<file path="config.mk">
export PLATFORM = sky130hd
export DESIGN_NAME = keyed_wdt
export DESIGN_NICKNAME = d
export VERILOG_FILES = /design/src/rtl/keyed_wdt_pkg.sv /design/src/rtl/wdt_key_reg.sv /design/src/rtl/wdt_test_ctrl.sv /design/src/rtl/wdt_counter.sv /design/src/rtl/keyed_wdt.sv
export SDC_FILE = /design/constraint.sdc
export NUM_CORES = 1
export LEC_CHECK = 0
export CORE_ASPECT_RATIO = 1.25
export CORE_UTILIZATION = 30
export DETAILED_ROUTE_END_ITERATION = 10
export MAX_ROUTING_LAYER = met4
export RECOVER_POWER = 25
export SETUP_SLACK_MARGIN = 0.5
export SLEW_MARGIN = 40
export SYNTH_ARGS = -nofsm -noshare
export SYNTH_HDL_FRONTEND = slang
export SYNTH_HIERARCHICAL = 1
export SYNTH_SLANG_ARGS = --single-unit
</file>
<file path="constraint.sdc">
create_clock -name clk -period 2.95 [get_ports clk]
set_input_delay 0.59 -clock clk [delete_from_list [all_inputs] [get_ports clk]]
set_output_delay 0.59 -clock clk [all_outputs]
set_load 0.01 [all_outputs]
</file>
<file path="src/rtl/keyed_wdt_pkg.sv">
package keyed_wdt_pkg;

    // Period selector; terminal count is BASE << period
    typedef enum logic [1:0] {
        PER_250MS = 2'd0,
        PER_500MS = 2'd1,
        PER_1S    = 2'd2,
        PER_2S    = 2'd3
    } period_e;

    // Counter clock source selected by the test register
    typedef enum logic [1:0] {
        SRC_SLOW      = 2'd0,
        SRC_FAST_LO   = 2'd1,
        SRC_FAST_HI   = 2'd2,
        SRC_FAST_BOTH = 2'd3
    } src_e;

    typedef struct packed {
        logic    hit;
        period_e period;
    } key_dec_t;

    localparam logic [7:0] KEY_250MS = 8'h53;
    localparam logic [7:0] KEY_500MS = 8'h59;
    localparam logic [7:0] KEY_1S    = 8'h57;
    localparam logic [7:0] KEY_2S    = 8'h5A;

    localparam logic [7:0] TST_LO   = 8'h51;
    localparam logic [7:0] TST_HI   = 8'h52;
    localparam logic [7:0] TST_BOTH = 8'h53;
    localparam logic [7:0] TST_OFF  = 8'h54;

    function automatic key_dec_t decode_key(input logic [7:0] b);
        key_dec_t d;
        d.hit    = 1'b1;
        d.period = PER_2S;
        unique case (b)
            KEY_250MS: d.period = PER_250MS;
            KEY_500MS: d.period = PER_500MS;
            KEY_1S:    d.period = PER_1S;
            KEY_2S:    d.period = PER_2S;
            default:   d.hit    = 1'b0;
        endcase
        return d;
    endfunction

    function automatic src_e decode_src(input logic [7:0] b);
        unique case (b)
            TST_LO:   return SRC_FAST_LO;
            TST_HI:   return SRC_FAST_HI;
            TST_BOTH: return SRC_FAST_BOTH;
            default:  return SRC_SLOW;
        endcase
    endfunction

    function automatic logic is_arm(input logic [7:0] b);
        return (b == TST_LO) || (b == TST_HI) || (b == TST_BOTH);
    endfunction

endpackage

</file>
<file path="src/rtl/wdt_key_reg.sv">
module wdt_key_reg
    import keyed_wdt_pkg::*;
(
    input  logic       clk,
    input  logic       rst,
    input  logic       wr_en,
    input  logic [7:0] wr_data,
    output logic       restart,
    output period_e    period_q
);

    key_dec_t dec;

    always_comb begin
        dec     = decode_key(wr_data);
        restart = wr_en && dec.hit;
    end

    // Only power-on reset restores the default period
    always_ff @(posedge clk) begin
        if (rst)
            period_q <= PER_2S;
        else if (restart)
            period_q <= dec.period;
    end

    a_r3_bad_key_keeps_period: assert property (@(posedge clk) disable iff (rst)
        (wr_en && !decode_key(wr_data).hit) |=> $stable(period_q));

endmodule

</file>
<file path="src/rtl/wdt_test_ctrl.sv">
module wdt_test_ctrl
    import keyed_wdt_pkg::*;
(
    input  logic       clk,
    input  logic       rst,
    input  logic       wr_en,
    input  logic [7:0] wr_data,
    output src_e       src_q,
    output logic       disabled_q
);

    logic armed_q;

    always_ff @(posedge clk) begin
        if (rst) begin
            src_q      <= SRC_SLOW;
            disabled_q <= 1'b0;
            armed_q    <= 1'b0;
        end else if (wr_en) begin
            src_q      <= decode_src(wr_data);
            disabled_q <= (wr_data == TST_OFF) && armed_q;
            armed_q    <= is_arm(wr_data);
        end
    end

    // entering the stopped state needs an arming write just before
    a_r8_off_needs_arm: assert property (@(posedge clk) disable iff (rst)
        $rose(disabled_q) |-> $past(armed_q));

    // any non-stop test write leaves the watchdog running
    a_r9_reenable: assert property (@(posedge clk) disable iff (rst)
        (wr_en && wr_data != TST_OFF) |=> !disabled_q);

endmodule

</file>
<file path="src/rtl/wdt_counter.sv">
module wdt_counter
    import keyed_wdt_pkg::*;
#(
    parameter int CNT_W     = 17,
    parameter int LO_W      = 8,
    parameter int BASE_TERM = 8192
) (
    input  logic    clk,
    input  logic    rst,
    input  logic    slow_tick,
    input  src_e    src,
    input  logic    run_en,
    input  logic    restart,
    input  period_e period,
    output logic    wdt_pulse,
    output logic    rst_req
);

    localparam int HI_W = CNT_W - LO_W;
    localparam logic [CNT_W-1:0] BASE_V = CNT_W'(BASE_TERM);

    logic [CNT_W-1:0] count_q;
    logic [CNT_W-1:0] count_nxt;
    logic [CNT_W-1:0] term;
    logic [LO_W-1:0]  lo;
    logic [HI_W-1:0]  hi;
    logic             lo_adv;
    logic             hi_adv;
    logic             expire;

    always_comb begin
        lo     = count_q[LO_W-1:0];
        hi     = count_q[CNT_W-1:LO_W];
        term   = BASE_V << period;
        lo_adv = (src == SRC_FAST_LO || src == SRC_FAST_BOTH) ? 1'b1 : slow_tick;
        if (src == SRC_FAST_HI || src == SRC_FAST_BOTH)
            hi_adv = 1'b1;
        else
            hi_adv = lo_adv && (&lo);
        count_nxt = {hi + HI_W'(hi_adv), lo + LO_W'(lo_adv)};
        expire    = run_en && !restart && (count_nxt >= term);
    end

    always_ff @(posedge clk) begin
        if (rst) begin
            count_q   <= '0;
            rst_req   <= 1'b0;
            wdt_pulse <= 1'b0;
        end else begin
            rst_req <= expire;
            if (restart || expire)
                count_q <= '0;
            else if (run_en)
                count_q <= count_nxt;
            if (expire)
                wdt_pulse <= 1'b1;
            else if (slow_tick)
                wdt_pulse <= 1'b0;
        end
    end

    a_r2_restart_clears: assert property (@(posedge clk) disable iff (rst)
        restart |=> (count_q == '0));

    a_r4_below_term: assert property (@(posedge clk) disable iff (rst)
        count_q < term);

    a_r4_req_one_cycle: assert property (@(posedge clk) disable iff (rst)
        rst_req |=> !rst_req);

    a_r5_pulse_with_req: assert property (@(posedge clk) disable iff (rst)
        rst_req |-> wdt_pulse);

    a_r8_hold_when_off: assert property (@(posedge clk) disable iff (rst)
        (!run_en && !restart) |=> $stable(count_q));

endmodule

</file>
<file path="src/rtl/keyed_wdt.sv">
module keyed_wdt
    import keyed_wdt_pkg::*;
#(
    parameter int CNT_W     = 17,
    parameter int LO_W      = 8,
    parameter int BASE_TERM = 8192
) (
    input  logic       clk,
    input  logic       rst,
    input  logic       slow_tick,
    input  logic       wr_en,
    input  logic       wr_sel,
    input  logic [7:0] wr_data,
    output logic       wdt_pulse,
    output logic       rst_req
);

    logic    ctrl_we;
    logic    test_we;
    logic    restart;
    period_e period;
    src_e    src;
    logic    disabled;

    assign ctrl_we = wr_en && !wr_sel;
    assign test_we = wr_en && wr_sel;

    wdt_key_reg u_key (
        .clk      (clk),
        .rst      (rst),
        .wr_en    (ctrl_we),
        .wr_data  (wr_data),
        .restart  (restart),
        .period_q (period)
    );

    wdt_test_ctrl u_test (
        .clk        (clk),
        .rst        (rst),
        .wr_en      (test_we),
        .wr_data    (wr_data),
        .src_q      (src),
        .disabled_q (disabled)
    );

    wdt_counter #(
        .CNT_W     (CNT_W),
        .LO_W      (LO_W),
        .BASE_TERM (BASE_TERM)
    ) u_cnt (
        .clk       (clk),
        .rst       (rst),
        .slow_tick (slow_tick),
        .src       (src),
        .run_en    (!disabled),
        .restart   (restart),
        .period    (period),
        .wdt_pulse (wdt_pulse),
        .rst_req   (rst_req)
    );

endmodule

</file>
==> flow_results.org, run 1 <==
** Placed design
- Before CTS, the worst setup slack after placement is -0.3220 ns.
- Post-detail-place hpwl :: 2059 µm
- The congestion estimate from routability-driven global placement came to 0.8216.
- After detailed placement, the total cell area comes to 1663 µm².
- Placed instance count :: 228
- PortBufs :: 14

** Yosys
- Async S/R FF share, synth :: 0
- The most used flip-flop cell after synthesis is sky130_fd_sc_hd__dfxtp_1.
- Most common cell in the netlist :: sky130_fd_sc_hd__nor2_1
- Synthesis produced a netlist with a net count of 175.
- Average cell area after synthesis :: 9.116 µm²
- By count the netlist is led by 27 x sky130_fd_sc_hd__nor2_1, 25 x sky130_fd_sc_hd__dfxtp_1, 14 x sky130_fd_sc_hd__xor2_1.
- The largest total area in the synthesized netlist belongs to sky130_fd_sc_hd__dfxtp_1.
- Distinct cell type count of the synthesized netlist :: 40
- Synthesis handed over a netlist of 154 instances.
- FF+latch count, synth :: 25
- The share of synthesized area in the top cell type comes to 0.3565.
- For this run, the number of Yosys warnings is 6.
- The synthesized design contains 0 enable-type register cells.
- Synth top area cells :: sky130_fd_sc_hd__dfxtp_1 36%, sky130_fd_sc_hd__xor2_1 8.7%, sky130_fd_sc_hd__nor2_1 7.2%
- Sequential fraction of the synthesis area :: 0.3565
- In this run the cell area of the synthesized design comes to 1404 µm².

** Final layout
- With fillers left out, the area of the finished cells amounts to 1789 µm².
- 0 antenna diodes ended up in the layout.
- Leaving out filler cells and counting taps, the final layout contains 239.
- At the end of the flow the core is filled with cells to 0.4012.
- Synth-to-layout area growth :: 27.45%
- Share of cells above drive strength 1 :: 0.2431
- Net total in the final layout :: 203
- Filler cells :: 459

** Worst setup path
- The critical path is of the in -> reg type.
- Endpoint type of the worst setup path :: register
- Measured in cells, the most critical reg-to-reg path has a length of 12.
- R2R setup slack :: 0.31 ns
- Required @ worst endpoint :: 3.16 ns
- Kind of start point of the critical path :: input pin
- Top fanout value on the critical path :: 8
- Worst EP arrival :: 2.87 ns
- In this run the critical register-to-register path is launched from u_cnt/count_q[3]$_SDFFE_PP0P_.
- The worst register-to-register path ends at u_cnt/count_q[1]$_SDFFE_PP0P_.

** Die
- Count of boundary I/O pins :: 15
- The core region is 4459 µm².
- The floorplan has 27 rows.
- Die Footprint :: 4959 µm²
- In this run the vertical extent of the chip is 78.48 µm.
- Initial Util :: 0.3148
- The floorplan step set the die width to 63.19 µm.

** STA
- Setup repair after global routing missed its margin :: yes
- Timing would allow up to 376.5 MHz.
- Worst hold slack across all endpoints :: 0.4947 ns
- For the pin with the worst max-slew slack, the measured transition is 0.5395 ns.
- The worst path in the final design needs a cycle of 2.656 ns, including I/O delays and setup.
- Max transition margin :: 0.6400
- Fin Setup TNS :: 0 ns
- Final number of hold-violating endpoints :: 0
- Post-route clock skew :: 0.007009 ns
- Dividing the final minimum period by the clock period gives 0.9003.
- The number of pins exceeding their max-slew limit in the final report was 0.
- Once routing completed, OpenROAD measured the worst setup slack at 0.2942 ns.
- Setup violations remaining at the end of the flow were counted as 0.

** GRT
- Global-route wire length before repair :: 4892 µm
- Global routing finished with a remaining overflow of 0.
- In the global route stage, overall resource usage came out at 0.1288.
- Initial antenna violation count :: 0
- Via count of the first global-routing pass :: 1088
- Largest net degree at the start of global routing :: 17

** Routing
- Starting DRC count in detailed routing :: 21
- Detailed-route wire length per cell :: 12.15 µm
- Count of vias placed by the detailed router :: 1152
- Post-route antenna net violation count :: 0
- Number of detailed-routing iterations run before antenna repair :: 4
- Detail-routed via count per cell :: 4.820
- After detailed routing, the number of remaining DRC violations is 0.
- After detailed routing, the total wire length is 2905 µm.

** Pwr
- Power comes to 0.6017 mW.
- For this design the ratio of total power to cell area is 336.3 nW/µm².
- The worst-case IR drop observed on VDD is 272.6 µV.
- Summed over all cells, the static leakage comes to 0.7241 nW.

** Clock network
- Clock-pin slew was measured on the worst setup and hold paths at 0.09 ns.
- TritonCTS built the clock tree.
- Counting the buffers created by CTS gives 3.
- Clock root buffer master :: sky130_fd_sc_hd__clkbuf_8
- CTS sink count :: 25
- Count of hold-fix buffers inserted at cts :: 0
- H-Tree Level Count :: 1
- The clock passes through at most 2 buffers.
- Source-to-sink clock delay at the later pin of the worst-skew pair :: 0.27 ns

** Status
- Status :: finished clean

** Job
- Max-cap violations in this run came to 0.

** Worst hold path
- The worst hold path begins at u_cnt/wdt_pulse$_SDFFE_PP0P_.
- The path with the worst hold slack has its endpoint at u_cnt/wdt_pulse$_SDFFE_PP0P_.
- Number of stages on the worst hold path :: 2
- Class of the worst hold path :: reg -> reg
[critical path, cell delays in order]
cell	delay, ns
sky130_fd_sc_hd__buf_6	0.09
sky130_fd_sc_hd__or2_4	0.24
sky130_fd_sc_hd__a41o_1	0.21
sky130_fd_sc_hd__ha_4	0.18
sky130_fd_sc_hd__nand4_1	0.11
sky130_fd_sc_hd__nor2_1	0.07
sky130_fd_sc_hd__xor2_1	0.16
sky130_fd_sc_hd__ha_1	0.32
sky130_fd_sc_hd__a21oi_2	0.18
sky130_fd_sc_hd__a21oi_1	0.09
sky130_fd_sc_hd__a2111o_1	0.37
sky130_fd_sc_hd__buf_6	0.17
sky130_fd_sc_hd__nor2_1	0.10
[state kept, by name, indices dropped and copies added (netlist names)]
name	flops
u_cnt/count_q	17
u_test/disabled_q	1
u_test/src_q	2
u_key/period_q	2
u_cnt/rst_req	1
u_test/armed_q	1
u_cnt/wdt_pulse	1
[final cells by class]
| cell class | instances | area [µm²] | area share |
|---|---|---|---|
| multi-input combinational | 121 | 898.4 | 0.5021 |
| sequential | 25 | 506.7 | 0.2832 |
| timing repair buffer | 27 | 250.2 | 0.1399 |
| tap | 58 | 72.57 | 0.04056 |
| clock buffer | 3 | 41.29 | 0.02308 |
| inverter | 4 | 15.01 | 0.008392 |
| clock inverter | 1 | 5.005 | 0.002797 |
[how the worst max path moves through the flow]
stage,start,end,slack (ns)
global placement,slow_tick,u_cnt/count_q[3]$_SDFFE_PP0P_,-0.31
detailed placement,slow_tick,u_cnt/count_q[5]$_SDFFE_PP0P_,-0.32
floorplan,slow_tick,u_cnt/count_q[10]$_SDFFE_PP0P_,0.17
CTS,slow_tick,u_cnt/count_q[7]$_SDFFE_PP0P_,0.29
finish,slow_tick,u_cnt/count_q[1]$_SDFFE_PP0P_,0.29
global route,u_cnt/count_q[3]$_SDFFE_PP0P_,u_cnt/count_q[5]$_SDFFE_PP0P_,0.18
[power by group]
group / leakage [nW] / switching (mW) / internal (mW)
combinational: 0.494 / 0.0266 / 0.0314
clock: 0.0255 / 0.106 / 0.0945
sequential: 0.204 / 0.00230 / 0.341
total: 0.724 / 0.135 / 0.467
[kinds of logic (layout without fill, tap and decap cells)]
| kind of cell | after synthesis | in the layout | synth area share |
|---|---|---|---|
| and+or+nand+nor | 72 | 72 | 0.2816 |
| DFF | 25 | 25 | 0.3565 |
| xor gates and xnor gates | 19 | 19 | 0.1185 |
| AOI/OAI and AO/OA | 18 | 18 | 0.1078 |
| adders and majority gates | 8 | 8 | 0.07130 |
| buffers and inverters | 8 | 35 | 0.03564 |
| muxes | 4 | 4 | 0.02852 |
[metal layers]
layer,wire (µm),global-route usage,part of all wire,vias up
li1,-,-,-,603
met1,1372,0.1491,0.47,536
met2,1438,0.2151,0.50,8
met3,31,0.01744,0.011,5
met4,63,0.06818,0.022,0
met5,0,-,0,-
[layout by cell type, fill, tap and decap left out, drive strengths merged]
| cell type | synthesis | layout |
|---|---|---|
| clkdlybuf4s50 | 0 | 10 |
| xor2 | 14 | 14 |
| o31a | 1 | 1 |
| a21o | 1 | 1 |
| and2 | 1 | 1 |
| nand4b | 1 | 1 |
| or2 | 2 | 2 |
| ha | 8 | 8 |
| and3 | 2 | 2 |
| dlygate4sd3 | 0 | 3 |
| and4 | 2 | 2 |
| or2b | 1 | 1 |
| and2b | 1 | 1 |
| nand4 | 7 | 7 |
| xnor2 | 5 | 5 |
| nand2b | 3 | 3 |
| nand2 | 7 | 7 |
| a21boi | 2 | 2 |
| a41o | 2 | 2 |
| nand3 | 6 | 6 |
| clkbuf | 1 | 3 |
| dfxtp | 25 | 25 |
| nand4bb | 2 | 2 |
| nor2 | 27 | 27 |
| o41ai | 4 | 4 |
| a21oi | 3 | 3 |
| o21ai | 3 | 3 |
| mux2i | 4 | 4 |
| buf | 3 | 14 |
| clkinv | 0 | 1 |
| nor3 | 2 | 2 |
| o211ai | 1 | 1 |
| nor2b | 2 | 2 |
| inv | 4 | 4 |
| a2111o | 1 | 1 |
| or3b | 5 | 5 |
| nor3b | 1 | 1 |
[what timing repair did]
action / 4_1_cts / 5_1_grt
resized for setup: 15 / 3
pin swaps: 14 / 0
setup endpoints to repair: 19 / 19
gates cloned: 1 / 0
buffers inserted: 3 / 3
(Power assumes the default switching activity.)
==> run 2: changes to the inputs <==
SETUP_SLACK_MARGIN = default   (was 0.5)
==> run 2 against run 1 <==
  * Core utilization down 1.3 points
  * Cell area down 3.4%
  * Largest power group unchanged
  * Global-route usage down 0.24 points
  * Critical path type is now reg -> reg
==> flow_results.org, run 2 (synthesis results as in run 1) <==
** Status
- Status: finished clean (unchanged).

** Clock network
- The number of buffers on the longest clock path was 2 (unchanged).
- CTS sink count :: 25 (unchanged)
- Clock transition at the registers of the reported paths :: 0.10 ns (was 0.09 ns)
- Source-to-sink clock delay at the later pin of the worst-skew pair :: 0.28 ns (was 0.27 ns)
- H-Tree Level Count :: 1 (unchanged)
- Clock tree from TritonCTS :: yes (unchanged)
- The root buffer cell is sky130_fd_sc_hd__clkbuf_8 (unchanged).
- Count of hold-fix buffers inserted at cts :: 0 (unchanged)
- Number of buffers created by CTS :: 3 (unchanged)

** Final layout
- The number of fillers in the final layout came to 473 (was 459).
- The fraction of final layout cells with drive strength greater than 1 is 0.1609 (was 0.2431).
- Largest registers in the final layout :: u_cnt/count_q x17, u_key/period_q x2, u_test/src_q x2 (unchanged)
- Net total in the final layout :: 196 (was 203)
- Area of all placed cells without fillers :: 1729 µm² (was 1789 µm²)
- The commonest non-fill, non-tap cell in the layout is sky130_fd_sc_hd__dfxtp_1 (was sky130_fd_sc_hd__nor2_1).
- Most frequent cells in the layout :: 25 x sky130_fd_sc_hd__dfxtp_1, 24 x sky130_fd_sc_hd__nor2_1, 14 x sky130_fd_sc_hd__xor2_1 (was 23 x sky130_fd_sc_hd__nor2_1, 20 x sky130_fd_sc_hd__dfxtp_1, 14 x sky130_fd_sc_hd__xor2_1)
- Multi-input gate area :: 895.9 µm² (was 898.4 µm²)
- Final antenna diode count :: 0 (unchanged)
- Synth-to-layout area growth :: 23.17% (was 27.45%)
- Sequential cell area :: 500.5 µm² (was 506.7 µm²)
- The register name with the most flops is u_cnt/count_q (unchanged).
- Max FFs per register :: 17 (unchanged)

** Routing
- Number of detailed-routing iterations run before antenna repair :: 4 (unchanged)
- The starting DRC count in detailed routing is 37 (was 21).
- DRC violations left :: 0 (unchanged)
- Final wirelength :: 2677 µm (was 2905 µm)
- The mean number of vias per cell is 4.948 (was 4.820).
- Count of vias placed by the detailed router :: 1148 (was 1152)
- The number of antenna-violating nets in the routed design is 0 (unchanged).
- The routed wire length per instance is 11.54 µm (was 12.15 µm).

** Placed design
- The final estimated routing congestion in global placement came to 0.7459 (was 0.8216).
- Placed instance area :: 1622 µm² (was 1663 µm²)
- The worst slack at placement was -0.4962 ns (was -0.3220 ns).
- The HPWL after detailed placement was 1999 µm (was 2059 µm).
- PortBufs :: 14 (unchanged)

** STA
- The hold slack is 0.4874 ns (was 0.4947 ns).
- Final worst-path setup slack :: 0.1857 ns (was 0.2942 ns)
- The normalized max-slew margin came to 0.6511 (was 0.6400).
- Peak Freq :: 361.8 MHz (was 376.5 MHz)
- The final setup violation count came to 0 (unchanged).
- The final critical delay including setup and external delays is 2.764 ns (was 2.656 ns).
- The actual slew at the worst max-slew pin is 0.5217 ns (was 0.5395 ns).
- Post-route clock skew :: 0.006124 ns (was 0.007009 ns)
- Final number of hold-violating endpoints :: 0 (unchanged)
- The final critical-path share of the clock period came to 0.9371 (was 0.9003).
- Final-report max-slew violation count :: 0 (unchanged)

** GRT
- Initial antenna violation count :: 0 (unchanged)
- GRT Util Overall :: 0.1264 (was 0.1288)
- The total global routing overflow was 0 (unchanged).
- The via count of the first global-routing pass is 1086 (was 1088).
- The wire length of the first global-routing pass is 4836 µm (was 4892 µm).
- Largest net degree at the start of global routing :: 17 (unchanged)

** Die
- Count of boundary I/O pins :: 15 (unchanged)
- The chip width was 63.19 µm (unchanged).
- The site row count was 27 (unchanged).
- Die Span Y :: 78.48 µm (unchanged)
- The placeable core region was 4459 µm² (unchanged).
- The area enclosed by the die boundary is 4959 µm² (unchanged).
- Initial Util :: 0.3148 (unchanged)

** Pwr
- The power density normalized to cell area was 358.1 nW/µm² (was 336.3 nW/µm²).
- The fraction of power consumed by the clock network is 0.358 (was 0.333).
- Switching power summed over all nets :: 0.1497 mW (was 0.1351 mW)
- The combinational power share was 0.088 (was 0.097).
- P_leak :: 0.6975 nW (was 0.7241 nW)
- The relative contribution of sequential cells to total power is 0.554 (was 0.570).
- Switching portion of total power :: 0.2417 (was 0.2245)
- The maximum ir drop on the vdd rail is 188.6 µV (was 272.6 µV).
- Internal power summed over all cells :: 0.4696 mW (was 0.4666 mW)

** Worst setup path
- The slowest stage cell on the critical path was sky130_fd_sc_hd__dfxtp_1 (was sky130_fd_sc_hd__a2111o_1).
- R2R setup slack :: 0.19 ns (was 0.31 ns)
- Worst r2r path cells :: 12 (unchanged)
- Chain of cells forming the critical path: and4_1 -> a41o_1 -> ha_4 -> nand4_1 -> nor2_2 -> xor2_1 -> ha_1 -> a21oi_2 -> a21oi_2 -> a2111o_1 -> buf_6 -> nor2_1 (was buf_6 -> or2_4 -> a41o_1 -> ha_4 -> nand4_1 -> nor2_1 -> xor2_1 -> ha_1 -> a21oi_2 -> a21oi_1 -> a2111o_1 -> buf_6 -> nor2_1).
- Endpoint of the worst-slack reg-to-reg timing path :: u_cnt/count_q[7]$_SDFFE_PP0P_ (was u_cnt/count_q[1]$_SDFFE_PP0P_)
- CP top delay family :: compound AO/OA/AOI/OAI gates (unchanged)
- The maximum fanout along the worst path came to 9 (was 8).
- The arrival time of data at the critical path endpoint is 2.99 ns (was 2.87 ns).
- The type of the setup path with the least slack is reg -> reg (was in -> reg).
- The required arrival time at the worst endpoint was 3.17 ns (was 3.16 ns).
- The capturing element type of the critical path was a register (unchanged).
- The reg-to-reg startpoint was u_cnt/count_q[3]$_SDFFE_PP0P_ (unchanged).
- The maximum cell stage delay along the critical path was 0.39 ns (was 0.37 ns).
- The buffers plus inverters on the worst setup path was 1 (was 2).
- The nature of the critical path startpoint was a register (was input pin).
- Among the stages of the critical path, the cell type that occurs most often is sky130_fd_sc_hd__a21oi_2.

** Worst hold path
- Worst Hold Launch :: u_cnt/wdt_pulse$_SDFFE_PP0P_ (unchanged)
- The hold-critical path depth came to 2 (unchanged).
- The type of the worst min-delay path was reg -> reg (unchanged).
- The worst hold endpoint was u_cnt/wdt_pulse$_SDFFE_PP0P_ (unchanged).

** Job
- Max-cap violations :: 0 (unchanged)
==> run 2: cell types whose count changed in the layout (fill, tap and decap cells not counted), moves of 2 or more <==
cell,delta
sky130_fd_sc_hd__buf_6,-2
sky130_fd_sc_hd__dfxtp_1,+5
sky130_fd_sc_hd__dfxtp_2,-5
sky130_fd_sc_hd__buf_4,-6
sky130_fd_sc_hd__nor2_2,-2
==> run 2: final cells by class <==
type	instances	share of cell area
Inverter	4	0.008683
Clock inverter	1	0.005065
Clock buffer	3	0.02388
Timing Repair Buffer	20	0.1129
Tap cell	58	0.04197
Multi-Input combinational cell	121	0.5181
Sequential cell	25	0.2894
==> run 2: power groups by stage <==
stage          Sequential [mW]  Clock [mW]  Combinational (mW)
6_report                 0.343       0.221              0.0547
5_1_grt                  0.344       0.241              0.0609
4_1_cts                  0.343       0.230              0.0559
3_5_place_dp             0.351           0              0.0541
3_3_place_gp             0.351           0              0.0542
2_1_floorplan            0.350           0              0.0267
==> run 2: how the worst max path moves through the flow <==
| stage | start | end | slack (ns) | cells past startpoint |
|---|---|---|---|---|
| after floorplan | slow_tick | u_cnt/count_q[10]$_SDFFE_PP0P_ | 0.02 | 14 |
| after global placement | slow_tick | u_cnt/count_q[1]$_SDFFE_PP0P_ | -0.42 | 14 |
| after detailed placement | slow_tick | u_cnt/count_q[16]$_SDFFE_PP0P_ | -0.50 | 14 |
| after CTS | slow_tick | u_cnt/count_q[16]$_SDFFE_PP0P_ | 0.01 | 14 |
| after global routing | u_cnt/count_q[3]$_SDFFE_PP0P_ | u_cnt/count_q[15]$_SDFFE_PP0P_ | -0.003 | 12 |
| final | u_cnt/count_q[3]$_SDFFE_PP0P_ | u_cnt/count_q[7]$_SDFFE_PP0P_ | 0.19 | 12 |
==> run 2: through the flow <==
step / std cells / total power [mW] / setup TNS (ns) / util
floorplan: 154 / 0.3772 / 0 / -
global placement: 227 / 0.4053 / -7.549 / 0.3636
detailed placement: 227 / 0.4051 / -8.809 / 0.3636
CTS: 231 / 0.6287 / 0 / 0.3830
global route: 232 / 0.6464 / -0.002987 / 0.3878
finish: 232 / 0.6192 / 0 / 0.3878
==> run 2: metal layers <==
metal / routed length (µm) / vias to the layer above / GRT usage
met1: 1247 / 530 / 0.1432
met3: 80 / 4 / 0.01308
met5: 0 / - / -
met4: 59 / 0 / 0.07500
met2: 1290 / 28 / 0.2140
li1: - / 586 / -
==> run 2: tightest hold or removal path, delay by kind of cell, from the launching register on <==
kind             cells  cell delay (ns)
AND/OR/NAND/NOR      1             0.06
flip-flops           1             0.33
AO/OA/AOI/OAI        1             0.06
==> run 2: timing repair <==
action                                  4_1_cts  5_1_grt
gates resized for setup                       7        6
hold endpoints to repair                      0        0
setup buffers                                 0        1
endpoints found under the setup margin       19       18
pin swaps                                     5        5
